$ cat config.mk
export PLATFORM = sky130hd
export DESIGN_NAME = segaddr_gen
export DESIGN_NICKNAME = d
export VERILOG_FILES = /design/src/rtl/segaddr_pkg.sv /design/src/rtl/segaddr_rstsync.sv /design/src/rtl/segaddr_regfile.sv /design/src/rtl/segaddr_select.sv /design/src/rtl/segaddr_adder.sv /design/src/rtl/segaddr_gen.sv
export SDC_FILE = /design/constraint.sdc
export NUM_CORES = 1
export LEC_CHECK = 0
export ABC_AREA = 0
export BUFFER_PORTS_ARGS = -buffer_cell sky130_fd_sc_hd__buf_4
export CAP_MARGIN = 20
export CORE_MARGIN = 8
export CORE_UTILIZATION = 62
export DETAILED_ROUTE_END_ITERATION = 7
export PLACE_DENSITY_LB_ADDON = 0.25
export SYNTH_ARGS = -nofsm -noshare
export SYNTH_HDL_FRONTEND = slang
export SYNTH_SLANG_ARGS = --single-unit
export TNS_END_PERCENT = 30
$ cat constraint.sdc
create_clock -name clk -period 3.9 [get_ports clk]
set_input_delay 0.39 -clock clk [delete_from_list [all_inputs] [get_ports clk]]
set_output_delay 0.39 -clock clk [all_outputs]
set_load 0.005 [all_outputs]
$ cat src/rtl/segaddr_pkg.sv
package segaddr_pkg;
  typedef enum logic [1:0] {
    SEG_CODE  = 2'd0,
    SEG_DATA  = 2'd1,
    SEG_STACK = 2'd2,
    SEG_EXTRA = 2'd3
  } seg_id_t;

  typedef enum logic [1:0] {
    KIND_FETCH   = 2'd0,
    KIND_OPERAND = 2'd1,
    KIND_STRDST  = 2'd2,
    KIND_STACK   = 2'd3
  } acc_kind_t;

  localparam logic [2:0] BASE_FRAME = 3'd4;
  localparam logic [2:0] BASE_STKPTR = 3'd5;
endpackage

$ cat src/rtl/segaddr_rstsync.sv
module segaddr_rstsync #(
  parameter int STAGES = 2
) (
  input  logic clk,
  input  logic rst_n,
  output logic rst_n_sync
);
  logic [STAGES-1:0] sync_q;
  logic [STAGES-1:0] sync_nxt;

  always_comb begin
    sync_nxt = {sync_q[STAGES-2:0], 1'b1};
  end

  always_ff @(posedge clk or negedge rst_n) begin
    if (!rst_n) sync_q <= '0;
    else        sync_q <= sync_nxt;
  end

  assign rst_n_sync = sync_q[STAGES-1];
endmodule

$ cat src/rtl/segaddr_regfile.sv
module segaddr_regfile #(
  parameter int NSEG  = 4,
  parameter int SEG_W = 16,
  localparam int IDX_W = $clog2(NSEG)
) (
  input  logic             clk,
  input  logic             rst_n,
  input  logic             wr_en,
  input  logic [IDX_W-1:0] wr_sel,
  input  logic [SEG_W-1:0] wr_data,
  input  logic [IDX_W-1:0] rd_sel,
  output logic [SEG_W-1:0] rd_val
);
  logic [SEG_W-1:0] seg_q [NSEG];

  for (genvar g = 0; g < NSEG; g++) begin : g_seg
    logic             ld;
    logic [SEG_W-1:0] nxt;

    always_comb begin
      ld  = wr_en && (wr_sel == IDX_W'(g));
      nxt = wr_data;
    end

    always_ff @(posedge clk or negedge rst_n) begin
      if (!rst_n)  seg_q[g] <= '0;
      else if (ld) seg_q[g] <= nxt;
    end
  end

  // A write in the same cycle is forwarded to the reader.
  always_comb begin
    if (wr_en && (wr_sel == rd_sel)) rd_val = wr_data;
    else                             rd_val = seg_q[rd_sel];
  end

  // a write lands in the addressed register on the next edge
  p_write_lands_r9: assert property (@(posedge clk) disable iff (!rst_n)
    wr_en |=> seg_q[$past(wr_sel)] == $past(wr_data));
endmodule

$ cat src/rtl/segaddr_select.sv
module segaddr_select
  import segaddr_pkg::*;
(
  input  logic [1:0] kind,
  input  logic [2:0] base,
  input  logic       ovr_valid,
  input  logic [1:0] ovr_sel,
  output logic [1:0] seg_sel
);
  logic [1:0] dflt;

  always_comb begin
    unique case (acc_kind_t'(kind))
      KIND_FETCH:   dflt = SEG_CODE;
      KIND_STRDST:  dflt = SEG_EXTRA;
      KIND_STACK:   dflt = SEG_STACK;
      KIND_OPERAND: dflt = ((base == BASE_FRAME) || (base == BASE_STKPTR))
                           ? SEG_STACK : SEG_DATA;
      default:      dflt = SEG_DATA;
    endcase
  end

  always_comb begin
    if (ovr_valid && (acc_kind_t'(kind) != KIND_STRDST)) seg_sel = ovr_sel;
    else                                                 seg_sel = dflt;
  end
endmodule

$ cat src/rtl/segaddr_adder.sv
module segaddr_adder #(
  parameter int SEG_W     = 16,
  parameter int OFF_W     = 16,
  parameter int SEG_SHIFT = 4,
  parameter int IDX_W     = 2,
  localparam int ADDR_W   = SEG_W + SEG_SHIFT
) (
  input  logic              clk,
  input  logic              rst_n,
  input  logic              in_valid,
  input  logic [SEG_W-1:0]  in_seg,
  input  logic [OFF_W-1:0]  in_off,
  input  logic [IDX_W-1:0]  in_id,
  output logic              out_valid,
  output logic [ADDR_W-1:0] out_addr,
  output logic [IDX_W-1:0]  out_id
);
  logic [ADDR_W-1:0] addr_nxt;
  logic              valid_q;
  logic [ADDR_W-1:0] addr_q;
  logic [IDX_W-1:0]  id_q;

  // Sum is sized to ADDR_W, so the carry out of the top bit is discarded.
  always_comb begin
    addr_nxt = {in_seg, {SEG_SHIFT{1'b0}}} + ADDR_W'(in_off);
  end

  always_ff @(posedge clk or negedge rst_n) begin
    if (!rst_n) valid_q <= 1'b0;
    else        valid_q <= in_valid;
  end

  always_ff @(posedge clk or negedge rst_n) begin
    if (!rst_n) begin
      addr_q <= '0;
      id_q   <= '0;
    end else if (in_valid) begin
      addr_q <= addr_nxt;
      id_q   <= in_id;
    end
  end

  assign out_valid = valid_q;
  assign out_addr  = addr_q;
  assign out_id    = id_q;

  // one-cycle latency, no spurious valid
  p_latency_r2: assert property (@(posedge clk) disable iff (!rst_n)
    in_valid |=> out_valid);
  p_idle_r2: assert property (@(posedge clk) disable iff (!rst_n)
    !in_valid |=> !out_valid);
  // outputs hold between requests
  p_hold_r10: assert property (@(posedge clk) disable iff (!rst_n)
    !in_valid |=> ($stable(out_addr) && $stable(out_id)));
endmodule

$ cat src/rtl/segaddr_gen.sv
module segaddr_gen
  import segaddr_pkg::*;
#(
  parameter int SEG_W     = 16,
  parameter int OFF_W     = 16,
  parameter int SEG_SHIFT = 4,
  parameter int NSEG      = 4,
  localparam int ADDR_W   = SEG_W + SEG_SHIFT,
  localparam int IDX_W    = $clog2(NSEG)
) (
  input  logic              clk,
  input  logic              rst_n,
  input  logic              wr_en,
  input  logic [IDX_W-1:0]  wr_sel,
  input  logic [SEG_W-1:0]  wr_data,
  input  logic              req_valid,
  input  logic [1:0]        req_kind,
  input  logic [2:0]        req_base,
  input  logic [OFF_W-1:0]  req_offset,
  input  logic              ovr_valid,
  input  logic [IDX_W-1:0]  ovr_sel,
  output logic              pa_valid,
  output logic [ADDR_W-1:0] pa_addr,
  output logic [IDX_W-1:0]  pa_seg
);
  logic             rst_n_i;
  logic [1:0]       seg_sel;
  logic [SEG_W-1:0] seg_val;

  segaddr_rstsync #(.STAGES(2)) u_rst (
    .clk(clk), .rst_n(rst_n), .rst_n_sync(rst_n_i)
  );

  segaddr_select u_sel (
    .kind(req_kind), .base(req_base),
    .ovr_valid(ovr_valid), .ovr_sel(ovr_sel), .seg_sel(seg_sel)
  );

  segaddr_regfile #(.NSEG(NSEG), .SEG_W(SEG_W)) u_regs (
    .clk(clk), .rst_n(rst_n_i),
    .wr_en(wr_en), .wr_sel(wr_sel), .wr_data(wr_data),
    .rd_sel(IDX_W'(seg_sel)), .rd_val(seg_val)
  );

  segaddr_adder #(
    .SEG_W(SEG_W), .OFF_W(OFF_W), .SEG_SHIFT(SEG_SHIFT), .IDX_W(IDX_W)
  ) u_add (
    .clk(clk), .rst_n(rst_n_i),
    .in_valid(req_valid), .in_seg(seg_val), .in_off(req_offset),
    .in_id(IDX_W'(seg_sel)),
    .out_valid(pa_valid), .out_addr(pa_addr), .out_id(pa_seg)
  );

  // fetch without override uses the code segment
  p_fetch_code_r4: assert property (@(posedge clk) disable iff (!rst_n_i)
    (req_valid && !ovr_valid && req_kind == 2'd0) |=> pa_seg == IDX_W'(0));
  // stack-based accesses without override use the stack segment
  p_stack_dflt_r5: assert property (@(posedge clk) disable iff (!rst_n_i)
    (req_valid && !ovr_valid &&
     (req_kind == 2'd3 ||
      (req_kind == 2'd1 && (req_base == 3'd4 || req_base == 3'd5))))
    |=> pa_seg == IDX_W'(2));
  // string destination is pinned to the extra segment
  p_strdst_extra_r7: assert property (@(posedge clk) disable iff (!rst_n_i)
    (req_valid && req_kind == 2'd2) |=> pa_seg == IDX_W'(3));
  // override wins for every other kind
  p_override_r8: assert property (@(posedge clk) disable iff (!rst_n_i)
    (req_valid && ovr_valid && req_kind != 2'd2) |=> pa_seg == $past(ovr_sel));
endmodule

---- Yosys cells after proc, flatten, opt, wreduce, memory -nomap -nowiden ----
Cells that the tools add are included.
word-level totals
  register bits ........................... 89
  output and inout bits ................... 23
  word-level logic and storage cells ...... 37
operators by class
  $add $sub $neg .......................... 1
  magnitude comparators ................... 1
  eq/ne operators ......................... 10
  multiplexer cells ....................... 7
  bitwise gates (word level) .............. 1
  reductions and logical operators ........ 9
operators by type and width
  kind                count
  $mux 16             3
  $bmux 16 s2         1
  $add 20x16->20      1
  $eq 2x2->1 const B  4
  $pmux 2 s4          1
  $eq 3x3->1 const B  2
  $logic_and 1x1->1   6
  $eq 2x1->1 const B  2
  $logic_not 2->1     2
  $mux 2              2
  $ge 3x3->1 const B  1
  $not 2->3           1
  $eq 2x2->1          1
  $ne 2x2->1 const B  1
  $logic_or 1x1->1    1

---- Longest topological paths before layout ----
  depth after elaboration ................. 11
  depth in mapped cells ................... 17

---- By module ----
Synthesis repeated with hierarchy kept, for this count alone.
unflattened totals
  cell total of the unflattened synthesis .. 331
  area, all modules ....................... 4695.8 µm²
modules (own cells, without submodules)
  module           times used  cells an instance  area each (µm²)
  segaddr_regfile  1           179                3109.2
  segaddr_adder    1           142                1477.7
  segaddr_select   1           7                  55.1
  segaddr_rstsync  1           3                  53.8

---- Worst setup path before layout ----
OpenSTA, ideal clock, no wires.
  path type ............................... input-to-reg
  start point ............................. input port ovr_valid
  end point ............................... register u_add.addr_q[16], in the netlist u_add.out_addr[16]
  library setup time ...................... 0.125 ns
  data arrival time ....................... 3.626 ns
  setup slack ............................. 0.149 ns
  stages on the path ...................... 16
  cells stage by stage .................... nand4bb_1 -> nand3_2 -> buf_6 -> buf_2 -> mux2_2 -> o21ai_0 -> o21ai_0 -> ha_1 -> fa_1 -> a21o_1 -> a21oi_1 -> o21a_1 -> o21ai_0 -> a41oi_1 -> xnor2_1 -> mux2_2
between the ends
  cells in the longest elaborated chain, start to end .. 8
  elaborated cells on any way between the ends .. 10
  those cells by class .................... 1 x add/sub; 1 x eq/ne; 5 x mux; 1 x bitwise; 2 x reduce/logical
ends and longest elaborated chain
  item                                        RTL line               source
  from (decl)                                 segaddr_gen.sv:20      input logic ovr_valid,
  $logic_and 1x1->1 (*)                       segaddr_select.sv:24   if (ovr_valid && (acc_kind_t'(kind) != KIND_STRDST)) seg_sel = ovr_sel;
  $mux 2 (*)                                  segaddr_select.sv:24
  $not 2->3 (implied by the code)             segaddr_regfile.sv:34  else rd_val = seg_q[rd_sel];
  $bmux 16 s2                                 segaddr_regfile.sv:34
  $mux 16 (implied by the code) (2 in a row)  segaddr_regfile.sv:34
  $mux 16 (*)                                 segaddr_regfile.sv:33  if (wr_en && (wr_sel == rd_sel)) rd_val = wr_data;
  $add 20x16->20 (*)                          segaddr_adder.sv:25    addr_nxt = {in_seg, {SEG_SHIFT{1'b0}}} + ADDR_W'(in_off);
  to (signal assigned)                        segaddr_adder.sv:38    addr_q <= addr_nxt;
  to (decl)                                   segaddr_adder.sv:20    logic [ADDR_W-1:0] addr_q;
Every way passes the cells marked *; elsewhere a longest branch is shown, timed or not. The select of a mux whose other input is x is not followed.
A chain may end at the register's enable or synchronous reset.

---- Worst setup path after layout ----
Same ends and word-level chain as after synthesis.

==> results.py <==
metrics = {
    "run_status": {
        "status": "finished, final reports clean",
    },
    "power_and_ir_drop": {
        "max-vdd-ir-drop_uv": 344,
        "power_frac_clock_pct": 25.8,
        "p_leak_uw": 0.00260,
        "p_switching_uw": 838,
        "p_int_uw": 2080,
        "power_density_nw_per_um2": 519,
        "combPwrFrac_pct": 31.8,
        "netSwitchingFraction_pct": 28.7,
        "seqPwrFrac_pct": 42.4,
    },
    "grt": {
        "grt_use_total_pct": 21.0,
        "met1_usage_pct": 24.8,
        "antenna_found_initial": 0,
        "grt_first_pass_wirelength_um": 17200,
        "grt_pass1_vias": 3645,
        "use_met2_pct": 36.5,
        "grt_max_degree": 88,
        "grt-ovfl-total": 0,
        "met3_usage_pct": 4.25,
        "grt_most_used_layer": "met2",
    },
    "synth": {
        "synth.distinct_cells": 47,
        "syn_area_per_cell_um2": 11.6,
        "syn_area_um2": 4670,
        "syn_inst": 401,
        "synth-seq-cells": 89,
        "ys.warnings.count": 0,
        "synth-edff-count": 0,
        "synthTopCellsByArea": "dfrtp_1 48%, mux2_2 21%, mux2i_1 5.8%, o21ai_0 4.4%, ha_1 3.5%",
        "synth_area_leader_cell": "dfrtp_1",
        "synth-async-reset-ratio_pct": 100,
        "yosysTopAreaCellShare_pct": 47.7,
        "synthFlopType": "dfrtp_1",
        "syn_nets": 461,
        "synth_seq_area_share_pct": 47.7,
    },
    "die": {
        "ioPinCount": 69,
        "start_util_pct": 64.1,
        "coreArea_um2": 7290,
        "die_area_um2": 10600,
        "die_h_um": 103,
        "die_x_um": 103,
        "rows": 31,
    },
    "detailed_routing": {
        "avgRoutedWirePerCell_um": 17.7,
        "drt_wl_total_um": 10300,
        "drtIter0Drc": 122,
        "drcViolationCount": 0,
        "viasPerCell": 5.68,
        "vias": 3309,
        "drtPass1Iterations": 4,
        "antenna_left": 0,
    },
    "finish": {
        "layout.cells.non_filler": 583,
        "areaGrowthSynthToFinish_pct": 20.5,
        "final_nets": 540,
        "n_fill_cell": 497,
        "layout_common_cells": "88 x dfrtp_1, 87 x mux2_2, 81 x buf_4",
        "drive_above_1_share_pct": 40.3,
        "diodes": 0,
        "final_common_cell": "dfrtp_1",
    },
    "clocking": {
        "cts_buffers": 9,
        "clkLatencyLatePin_ns": 0.36,
        "cts_max_level": 3,
        "cts.sink_count": 89,
        "cts_tree": "yes",
        "cts.clk_slew.worst_paths_ns": 0.09,
        "root_buffer": "clkbuf_8",
        "clock_path_buffers": 2,
    },
    "timing": {
        "timing.hold.ws_ns": 0.206,
        "fin_skew_ns": 0.0123,
        "setup_violations": 0,
        "worst_slew_pin_slew_ns": 0.998,
        "slew_headroom_pct": 33.3,
        "period_needed_ns": 3.64,
        "fin_crit_sh_pct": 93.3,
        "rsz0062_at_grt": "false",
        "hold_violations": 0,
        "report.final.slew_viol_count": 0,
        "fmax_mhz": 275,
    },
    "critical_path": {
        "cp_max_fo": 5,
        "r2r_cells": 12,
        "crit_arrival_ns": 3.89,
        "criticalPathCategory": "in2reg",
        "endpoint_kind": "flip-flop",
        "worstPathRequired_ns": 4.15,
        "start_kind": "primary input",
    },
    "job": {
        "drv_cap": 0,
    },
    "placed_design": {
        "port-buffer-count": 67,
        "dpl.cell_count": 566,
        "gp_congestion": 0.847,
        "post-dp-hpwl_um": 7250,
    },
    "min_path": {
        "holdCritPathClass": "reg2async",
    },
}
==> power groups by stage <==
stage          Clock, uW  Combinational (uW)  Sequential [uW]
3_5_place_dp           0                 904             1270
2_1_floorplan          0                 571             1240
4_1_cts              760                 916             1250
3_3_place_gp           0                 874             1250
5_1_grt              806                1020             1260
6_report             754                 928             1240
==> per-layer routing <==
metal | share of wire, % | wire length [um] | up-vias
met1 | 42 | 4390 | 1626
met3 | 3.3 | 346 | 21
met2 | 52 | 5330 | 56
met4 | 2.5 | 262 | 0
met5 | 0 | 0 | -
li1 | - | - | 1606
==> kinds of logic after synthesis <==
| logic type | Yosys count | share of synthesized area (%) |
|---|---|---|
| fa+ha+maj | 14 | 3.91 |
| simple gates | 70 | 7.13 |
| other cells | 1 | 0.0803 |
| compound gates | 77 | 9.97 |
| xor+xnor | 11 | 2.06 |
| mux | 114 | 26.8 |
| flops | 89 | 47.7 |
| buf+inv | 25 | 2.41 |
==> metrics by stage <==
step	util, %	cell area, um2	setup TNS (ns)	power (uW)	worst slack (ns)
floorplan	-	4670	0	1820	0.149
global placement	73.4	5350	-0.0103	2120	-0.0103
detailed placement	73.4	5350	-0.191	2170	-0.126
CTS	76.7	5600	0	2930	0.164
global route	77.2	5630	0	3090	0.0208
finish	77.2	5630	0	2920	0.261
==> worst max-delay path, cell delays in order <==
cell	delay (ns)
buf_4	0.13
nand4bb_1	0.27
nand3_2	0.21
buf_4	0.16
mux2_2	0.32
o21ai_0	0.14
o21ai_0	0.22
fa_1	0.50
a21o_1	0.18
a21oi_1	0.31
o21a_1	0.17
o21ai_0	0.10
a41oi_1	0.38
xnor2_1	0.12
mux2_2	0.27
==> path summary, 6_finish.rpt <==
path / start / end / slack (ns)
max in group asynchronous: u_rst.sync_q[1]$_DFF_PN0_ / u_regs.seg_q[29]$_DFFE_PN0P_ / 3.06
min reg2reg: u_rst.sync_q[1]$_DFF_PN0_ / u_add.out_addr[2]$_DFFE_PN0P_ / 0.21
max: ovr_valid / u_add.out_addr[16]$_DFFE_PN0P_ / 0.26
max reg2reg: u_regs.seg_q[32]$_DFFE_PN0P_ / u_add.out_addr[16]$_DFFE_PN0P_ / 0.66
min in group clk: req_offset[3] / u_add.out_addr[3]$_DFFE_PN0P_ / 0.26
min: u_rst.sync_q[1]$_DFF_PN0_ / u_add.out_addr[2]$_DFFE_PN0P_ / 0.21
==> state kept, by name, summed over array words and instances, names as in the netlist <==
register	flops
u_regs.seg_q	64
u_add.out_addr	20
u_add.out_id	2
u_rst.sync_q	2
u_add.out_valid	1
==> what timing repair did <==
item / CTS / global route
gates resized for setup: 0 / 1
hold endpoints to repair: 2 / 0
endpoints found under the setup margin: 0 / 2
hold buffers: 1 / 0
buffers inserted: 0 / 0
==> cell usage after synthesis (2+ instances only) <==
cell type,count
xor2_1,3
o21ai_0,41
buf_6,2
ha_1,13
a31oi_1,4
buf_1,3
nand2_1,43
dfrtp_1,89
nand3_1,5
o31ai_1,2
mux2i_1,27
clkbuf_1,8
buf_2,3
inv_1,8
mux2_2,87
a21o_1,4
xnor2_1,8
a211oi_1,3
nor2_1,9
a21oi_1,12
==> area by class of cell <==
| type | instances | area, um2 | area share, % |
|---|---|---|---|
| flip-flops and latches | 89 | 2230 | 39.6 |
| well taps | 99 | 124 | 2.20 |
| repair buffers | 84 | 666 | 11.8 |
| inverters | 9 | 33.8 | 0.600 |
| clock inverters | 3 | 90.1 | 1.60 |
| multi-input cells | 287 | 2340 | 41.5 |
| clock buffers | 12 | 145 | 2.58 |
Note: power is estimated with default switching activity, not from simulation.
